<file path="src/rtl/nafilt_pkg.sv">
package nafilt_pkg;
    localparam int BUS_W   = 10;
    localparam int NODE_W  = 6;
    localparam int CODE_W  = 4;
    localparam int ACK_W   = CODE_W + 1;
    localparam int REG_W   = 32;
    localparam int BUS_LSB  = REG_W - BUS_W;
    localparam int NODE_LSB = BUS_LSB - NODE_W;
    localparam int ROOT_BIT = NODE_LSB - 1;
    localparam int ACK_LSB  = 4;
    localparam logic [ACK_W-1:0] ACK_TIMEOUT_CODE = 5'b10000;
    localparam logic [ACK_W-1:0] ACK_ERROR_CODE   = 5'b10011;

    typedef struct packed {
        logic [BUS_W-1:0]  bus;
        logic [NODE_W-1:0] node;
        logic              root;
        logic [ACK_W-1:0]  ack;
    } nafilt_state_t;
endpackage

</file>
<file path="src/rtl/nafilt_regs.sv">
module nafilt_regs
    import nafilt_pkg::*;
(
    input  logic                 clk,
    input  logic                 rst_n,
    input  logic                 host_wr,
    input  logic [REG_W-1:0]     host_wdata,
    input  logic                 diag_rw_en,
    input  logic                 phy_stat_vld,
    input  logic [NODE_W-1:0]    phy_id,
    input  logic                 phy_root,
    input  logic                 ack_vld,
    input  logic [CODE_W-1:0]    ack_code,
    input  logic                 ack_timeout,
    input  logic                 ack_error,
    output nafilt_state_t        state_o
);
    nafilt_state_t state_d, state_q;

    always_comb begin
        state_d = state_q;
        if (host_wr) begin
            state_d.bus  = host_wdata[BUS_LSB +: BUS_W];
            state_d.node = host_wdata[NODE_LSB +: NODE_W];
            if (diag_rw_en) begin
                state_d.ack = host_wdata[ACK_LSB +: ACK_W];
            end
        end
        if (phy_stat_vld) begin
            state_d.node = phy_id;
            state_d.root = phy_root;
        end
        if (ack_timeout) begin
            state_d.ack = ACK_TIMEOUT_CODE;
        end else if (ack_error) begin
            state_d.ack = ACK_ERROR_CODE;
        end else if (ack_vld) begin
            state_d.ack = {1'b0, ack_code};
        end
    end

    always_ff @(posedge clk) begin
        if (!rst_n) begin
            state_q.bus  <= '1;
            state_q.node <= '1;
            state_q.root <= 1'b0;
            state_q.ack  <= '0;
        end else begin
            state_q <= state_d;
        end
    end

    assign state_o = state_q;
endmodule

</file>
<file path="src/rtl/nafilt_match.sv">
module nafilt_match #(
    parameter int BUS_W  = 10,
    parameter int NODE_W = 6,
    localparam int ADDR_W = BUS_W + NODE_W
) (
    input  logic [BUS_W-1:0]  my_bus,
    input  logic [NODE_W-1:0] my_node,
    input  logic              dst_vld,
    input  logic [ADDR_W-1:0] dst_addr,
    output logic              accept
);
    logic [BUS_W-1:0]  dst_bus;
    logic [NODE_W-1:0] dst_node;
    logic              bus_ok, node_ok;

    always_comb begin
        dst_bus  = dst_addr[ADDR_W-1 -: BUS_W];
        dst_node = dst_addr[NODE_W-1:0];
        bus_ok   = (dst_bus == my_bus) || (&dst_bus);
        node_ok  = (dst_node == my_node) || (&dst_node);
        accept   = dst_vld && bus_ok && node_ok;
    end
endmodule

</file>
<file path="src/rtl/nafilt_top.sv">
module nafilt_top
    import nafilt_pkg::*;
(
    input  logic        clk,
    input  logic        rst_n,
    input  logic        host_wr,
    input  logic [31:0] host_wdata,
    output logic [31:0] host_rdata,
    input  logic        diag_rw_en,
    input  logic        phy_stat_vld,
    input  logic [5:0]  phy_id,
    input  logic        phy_root,
    input  logic        ack_vld,
    input  logic [3:0]  ack_code,
    input  logic        ack_timeout,
    input  logic        ack_error,
    output logic [15:0] src_addr,
    input  logic        dst_vld,
    input  logic [15:0] dst_addr,
    output logic        dst_accept
);
    nafilt_state_t st;

    nafilt_regs i_regs (
        .clk          (clk),
        .rst_n        (rst_n),
        .host_wr      (host_wr),
        .host_wdata   (host_wdata),
        .diag_rw_en   (diag_rw_en),
        .phy_stat_vld (phy_stat_vld),
        .phy_id       (phy_id),
        .phy_root     (phy_root),
        .ack_vld      (ack_vld),
        .ack_code     (ack_code),
        .ack_timeout  (ack_timeout),
        .ack_error    (ack_error),
        .state_o      (st)
    );

    nafilt_match #(.BUS_W(BUS_W), .NODE_W(NODE_W)) i_match (
        .my_bus   (st.bus),
        .my_node  (st.node),
        .dst_vld  (dst_vld),
        .dst_addr (dst_addr),
        .accept   (dst_accept)
    );

    always_comb begin
        host_rdata = '0;
        host_rdata[BUS_LSB +: BUS_W]   = st.bus;
        host_rdata[NODE_LSB +: NODE_W] = st.node;
        host_rdata[ROOT_BIT]           = st.root;
        host_rdata[ACK_LSB +: ACK_W]   = st.ack;
        src_addr = {st.bus, st.node};
    end
endmodule

</file>
<file path="config.mk">
export PLATFORM = sky130hd
export DESIGN_NAME = nafilt_top
export DESIGN_NICKNAME = d
export VERILOG_FILES = /design/src/rtl/nafilt_pkg.sv /design/src/rtl/nafilt_regs.sv /design/src/rtl/nafilt_match.sv /design/src/rtl/nafilt_top.sv
export SDC_FILE = /design/constraint.sdc
export NUM_CORES = 1
export LEC_CHECK = 0
export BUFFER_PORTS_ARGS = -buffer_cell sky130_fd_sc_hd__buf_4
export CAP_MARGIN = 20
export CORE_MARGIN = 3
export CORE_UTILIZATION = 38
export DETAILED_ROUTE_END_ITERATION = 10
export PLACE_DENSITY = 0.86
export SYNTH_ARGS = -nofsm -noshare
export SYNTH_HDL_FRONTEND = slang
export SYNTH_SLANG_ARGS = --single-unit
</file>
<file path="constraint.sdc">
create_clock -name clk -period 1.27 [get_ports clk]
set_input_delay 0.0635 -clock clk [delete_from_list [all_inputs] [get_ports clk]]
set_output_delay 0.0635 -clock clk [all_outputs]
set_load 0.02 [all_outputs]
</file>
Word level (Yosys, flattened, before mapping)
Index checks and enable logic that the tools add are counted.
{"block": "totals", "ff_bits": 22, "latchBits": 0, "ramBits": 0, "rom_bits": 0, "in_bits": 68, "out_inout_bits": 49, "elab_cells": 34, "memories": 0}
{"block": "classes", "add_sub_neg": 0, "multipliers": 0, "div_mod_pow": 0, "order_cmp": 0, "eq_ne": 2, "n_shift": 0, "mux": 7, "bitwise": 1, "reduce_logical": 18}
{"cell": "$mux 5", "n": 5}
{"cell": "$eq 10x10->1", "n": 1}
{"cell": "$reduce_and 10->1", "n": 1}
{"cell": "$reduce_bool 4->1", "n": 2}
{"cell": "$mux 7", "n": 1}
{"cell": "$eq 6x6->1", "n": 1}
{"cell": "$mux 6", "n": 1}
{"cell": "$reduce_and 2->1", "n": 3}
{"cell": "$reduce_and 6->1", "n": 1}
{"cell": "$reduce_bool 2->1", "n": 3}
{"cell": "$reduce_bool 3->1", "n": 2}
{"cell": "$reduce_or 3->1", "n": 1}
{"cell": "$logic_and 1x1->1", "n": 2}
{"cell": "$logic_or 1x1->1", "n": 2}
{"cell": "$reduce_or 2->1", "n": 1}
{"cell": "$not 1->1", "n": 1}

Depth between registers and ports, before layout
{"block": "logic_depth", "ltp_word": 5, "depth_mapped": 5, "mapped_depth_nobuf": 4}

By module
From an unflattened synthesis, not the netlist that was laid out.
{"block": "hier_totals", "cells_unflattened": 145, "hier_area_um2": 1361.3}
{"mod": "nafilt_regs", "n_inst": 1, "cells_each": 89, "area_each_um2": 945.9, "seq_area_each_um2": 440.4}
{"mod": "nafilt_match", "n_inst": 1, "cells_each": 29, "area_each_um2": 216.5, "seq_area_each_um2": 0.0}
{"mod": "nafilt_top", "n_inst": 1, "cells_each": 27, "area_each_um2": 198.9, "seq_area_each_um2": 0.0}

Worst setup path after synthesis
No wires, ideal clock.
{"block": "synth_path", "path_type": "reg2out", "start": "reg i_regs.state_q, in the netlist i_regs.state_o[20]", "end": "out dst_accept", "arrival_ps": 1303, "required_time_ps": 1207, "slack_ps": -96, "stages_incl_launch_ff": 5, "path_buffers": 0, "path_cell_list": "dfxtp_1 xnor2_1 nand4_1 nor4_1 o221a_1"}
{"block": "synth_between", "elab_chain_cells": 4}
{"element": "from (decl)", "line_no": "nafilt_regs.sv:18", "text": "nafilt_state_t state_d, state_q;"}
{"element": "from (signal assigned)", "line_no": "nafilt_regs.sv:49", "text": "state_q <= state_d;"}
{"element": "$eq 10x10->1", "line_no": "nafilt_match.sv:19", "text": "bus_ok = (dst_bus == my_bus) || (&dst_bus);"}
{"element": "$logic_or 1x1->1", "line_no": "nafilt_match.sv:19"}
{"element": "$logic_and 1x1->1 (2 in a row)", "line_no": "nafilt_match.sv:21", "text": "accept = dst_vld && bus_ok && node_ok;"}
{"element": "to (decl)", "line_no": "nafilt_top.sv:20", "text": "output logic dst_accept"}
No other way between the ends.

Final worst setup path
Ends and elaborated chain as after synthesis.

==> flow_metrics.tcl <==
set metrics [dict create \
    worst_slack_ps -371 \
    synth-main-ff-cell "dfxtp_1" \
    start_util_pct 39.8 \
    hold_end "i_regs.state_o[5]" \
    clock.fmax_mhz 609 \
    grt_use_total_pct 18.0 \
    place_hpwl_um 2750 \
    arrival_ps 1580 \
    clk_pin_slew_ps 130 \
    irDropWorstVdd_v 0.000394 \
    ys_warn_count 0 \
    crit_path_max_incr_delay_ps 350 \
    route.detailed.drc 0 \
    slew_viol_final 0 \
    drt_iter0_drc 55 \
    yosys.area.top_type_share_pct 32.6 \
    p_per_area_nw_per_um2 818 \
    grt_pass1_vias 1367 \
    cpMaxStageDelayCell "dfxtp_2" \
    rrSetupSlack_ps 260 \
    avgSynthCellArea_um2 9.25 \
    r2r_cells 4 \
    drt-total-wl_um 3830 \
    final_util_pct 66.0 \
    grt_max_degree 20 \
    die_area_um2 4300 \
    post-route-period-util_pct 129 \
    cp-startpoint "i_regs.state_o[20]" \
    ys_seq_area_share_pct 32.6 \
    largest_register_ff_count 22 \
    ys_ff_latch 22 \
    clk_path_buf_depth 2 \
    grt_pass1_wl_um 6010 \
    ios 117 \
    root_buffer "clkbuf_4" \
    gp_congestion 0.755 \
    cts.sinks 22 \
    setup_viol_count_final 1 \
    cts_tree "built" \
    cp_cell_sequence "xnor2_1 > nand4_1 > nor4_1 > o221a_1 > buf_6" \
    die_h_um 65.6 \
    syn_inst 146 \
    yosys.cell_count.top_type "buf_4" \
    vias 1305 \
    fin_nets 318 \
    cts_max_level 1 \
    violations "negative setup slack" \
    fin_crit_ps 1640 \
    worstSetupPathType "flip-flop to primary output" \
    first_pass_iters 4 \
    outcome "finished with violations" \
    synth-edff-count 0 \
    maxCapViolations 0 \
    cpLargestDelayFamily "simple AND/OR/NAND/NOR gates" \
    syn_area_um2 1350 \
    n_fill_cell 290 \
    worstReg2RegEnd "i_regs.state_o[7]" \
    synth_top_cell_by_area "dfxtp_1" \
    min_from "phy_root" \
    postCtsSetupBuffers 0 \
    endpoint_kind "primary output" \
    antenna_found_initial 0 \
    syn2layout_area_growth_pct 65.7 \
    min_path_cells 3 \
    async_reset_ff_share_pct 0 \
    coreArea_um2 3390 \
    vias_per_cell 4.42 \
    final_hold_viol_count 0 \
    crit_buf_inv 1 \
    worstPathMaxFanout 2 \
    io_buffers 95 \
    worstPathRequired_ps 1210 \
    finalClockSkew_ps 0 \
    rsz0062_at_grt "true" \
    start_kind "flip-flop" \
    clock_latency_ps 300 \
    yosys-top-cells-count "buf_4 (28), dfxtp_1 (22), nand2_1 (22), mux2i_1 (21), xnor2_1 (12)" \
    synth_area_leaders "dfxtp_1 (33%), buf_4 (16%), mux2i_1 (16%)" \
    dp_slack_ps -73.4 \
    drive_above_1_share_pct 50.6 \
    synth_cell_type_count 25 \
    overflow 0 \
    hold_path_class "input port to flip-flop" \
    wire_per_inst_um 13.0 \
    fp-row-count 21 \
    die_width_um 65.6 \
    p_leak_nw 1.08 \
    numCtsBuffers 3 \
    antennaDiodeCount 0 \
    ant_nets 0 \
    r2r-start "i_regs.state_o[7]" \
]
[power by group]
group          internal [W]  leakage [nW]  switching, W  total (W)
Clock              0.000175        0.0210      0.000218   0.000393
Combinational      0.000362         0.882      0.000304   0.000666
Sequential         0.000736         0.180     0.0000356   0.000771
Total               0.00127          1.08      0.000558    0.00183
[layer usage]
| layer | track usage, % | part of all wire, % |
|---|---|---|
| met1 | 19.6 | 37 |
| met3 | 2.91 | 6.4 |
| met5 | 0 | 0 |
| met4 | 3.11 | 0.34 |
| met2 | 36.0 | 57 |
[logic make-up (layout without fill, tap and decap cells)]
group / after synthesis / in the layout / synth area share [%]
flops: 22 / 22 / 32.6
compound gates: 10 / 10 / 6.67
buf+inv: 33 / 127 / 17.2
xor+xnor: 16 / 16 / 10.4
simple gates: 37 / 37 / 12.2
other cells: 1 / 10 / 0.278
mux: 27 / 27 / 20.6
[layout by cell type (no fill, tap or decap)]
cell type and n:
mux2_2 6, a21oi_1 3, inv_1 1, clkbuf_4 3, conb_1 10, buf_6 1
nor2_1 3, nand3_1 1, a21o_4 1, nand2b_1 1, xnor2_2 2, nand4_1 6
dlygate4sd3_1 18, o31a_1 1, dfxtp_1 15, nor2b_1 1, a2111oi_2 2, nor4_1 1
clkbuf_8 1, nor3_1 2, xor2_1 4, o21ai_0 2, dfxtp_2 7, o221a_1 1
xnor2_1 10, mux2i_1 21, buf_4 103, nand2_1 22
[final cells by class]
type | count | area [um2] | area share, %
sequential | 22 | 449 | 20.1
inverter | 1 | 3.75 | 0.168
multi-input combinational | 100 | 726 | 32.4
timing repair buffer | 122 | 965 | 43.1
clock buffer | 4 | 36.3 | 1.62
tap | 46 | 57.6 | 2.57
[worst max path at each step]
stage,cells after the start,endpoint,slack (ps)
2_1_floorplan,4,dst_accept,0.1
3_3_place_gp,5,dst_accept,-40
3_5_place_dp,5,dst_accept,-70
4_1_cts,5,dst_accept,-410
5_1_grt,5,dst_accept,-470
6_report,5,dst_accept,-370
[per-stage QoR]
| step | std cells | hold WS, ps | setup TNS [ps] | power, W | instance area, um2 |
|---|---|---|---|---|---|
| after detailed placement | 273 | 269 | -73.4 | 0.00140 | 2000 |
| after CTS | 295 | 14.9 | -408 | 0.00184 | 2220 |
| after global placement | 273 | 264 | -38.6 | 0.00139 | 2000 |
| after floorplan | 155 | 132 | 0 | 0.00116 | 1390 |
| after global routing | 295 | 45.6 | -472 | 0.00193 | 2240 |
| final | 295 | 28.5 | -371 | 0.00183 | 2240 |
[worst reg2reg max path, stage by stage (launching register included)]
cell and delay [ps]:
dfxtp_1 340, buf_4 140, mux2_2 250, mux2i_1 130
nand2_1 60
[repair_timing]
action,4_1_cts,5_1_grt
hold buffers,18,0
endpoints found under the hold margin,19,0
resized for setup,4,2
setup endpoints to repair,1,1
pin swaps,5,6
No activity file was read; power rests on OpenSTA's default activity.
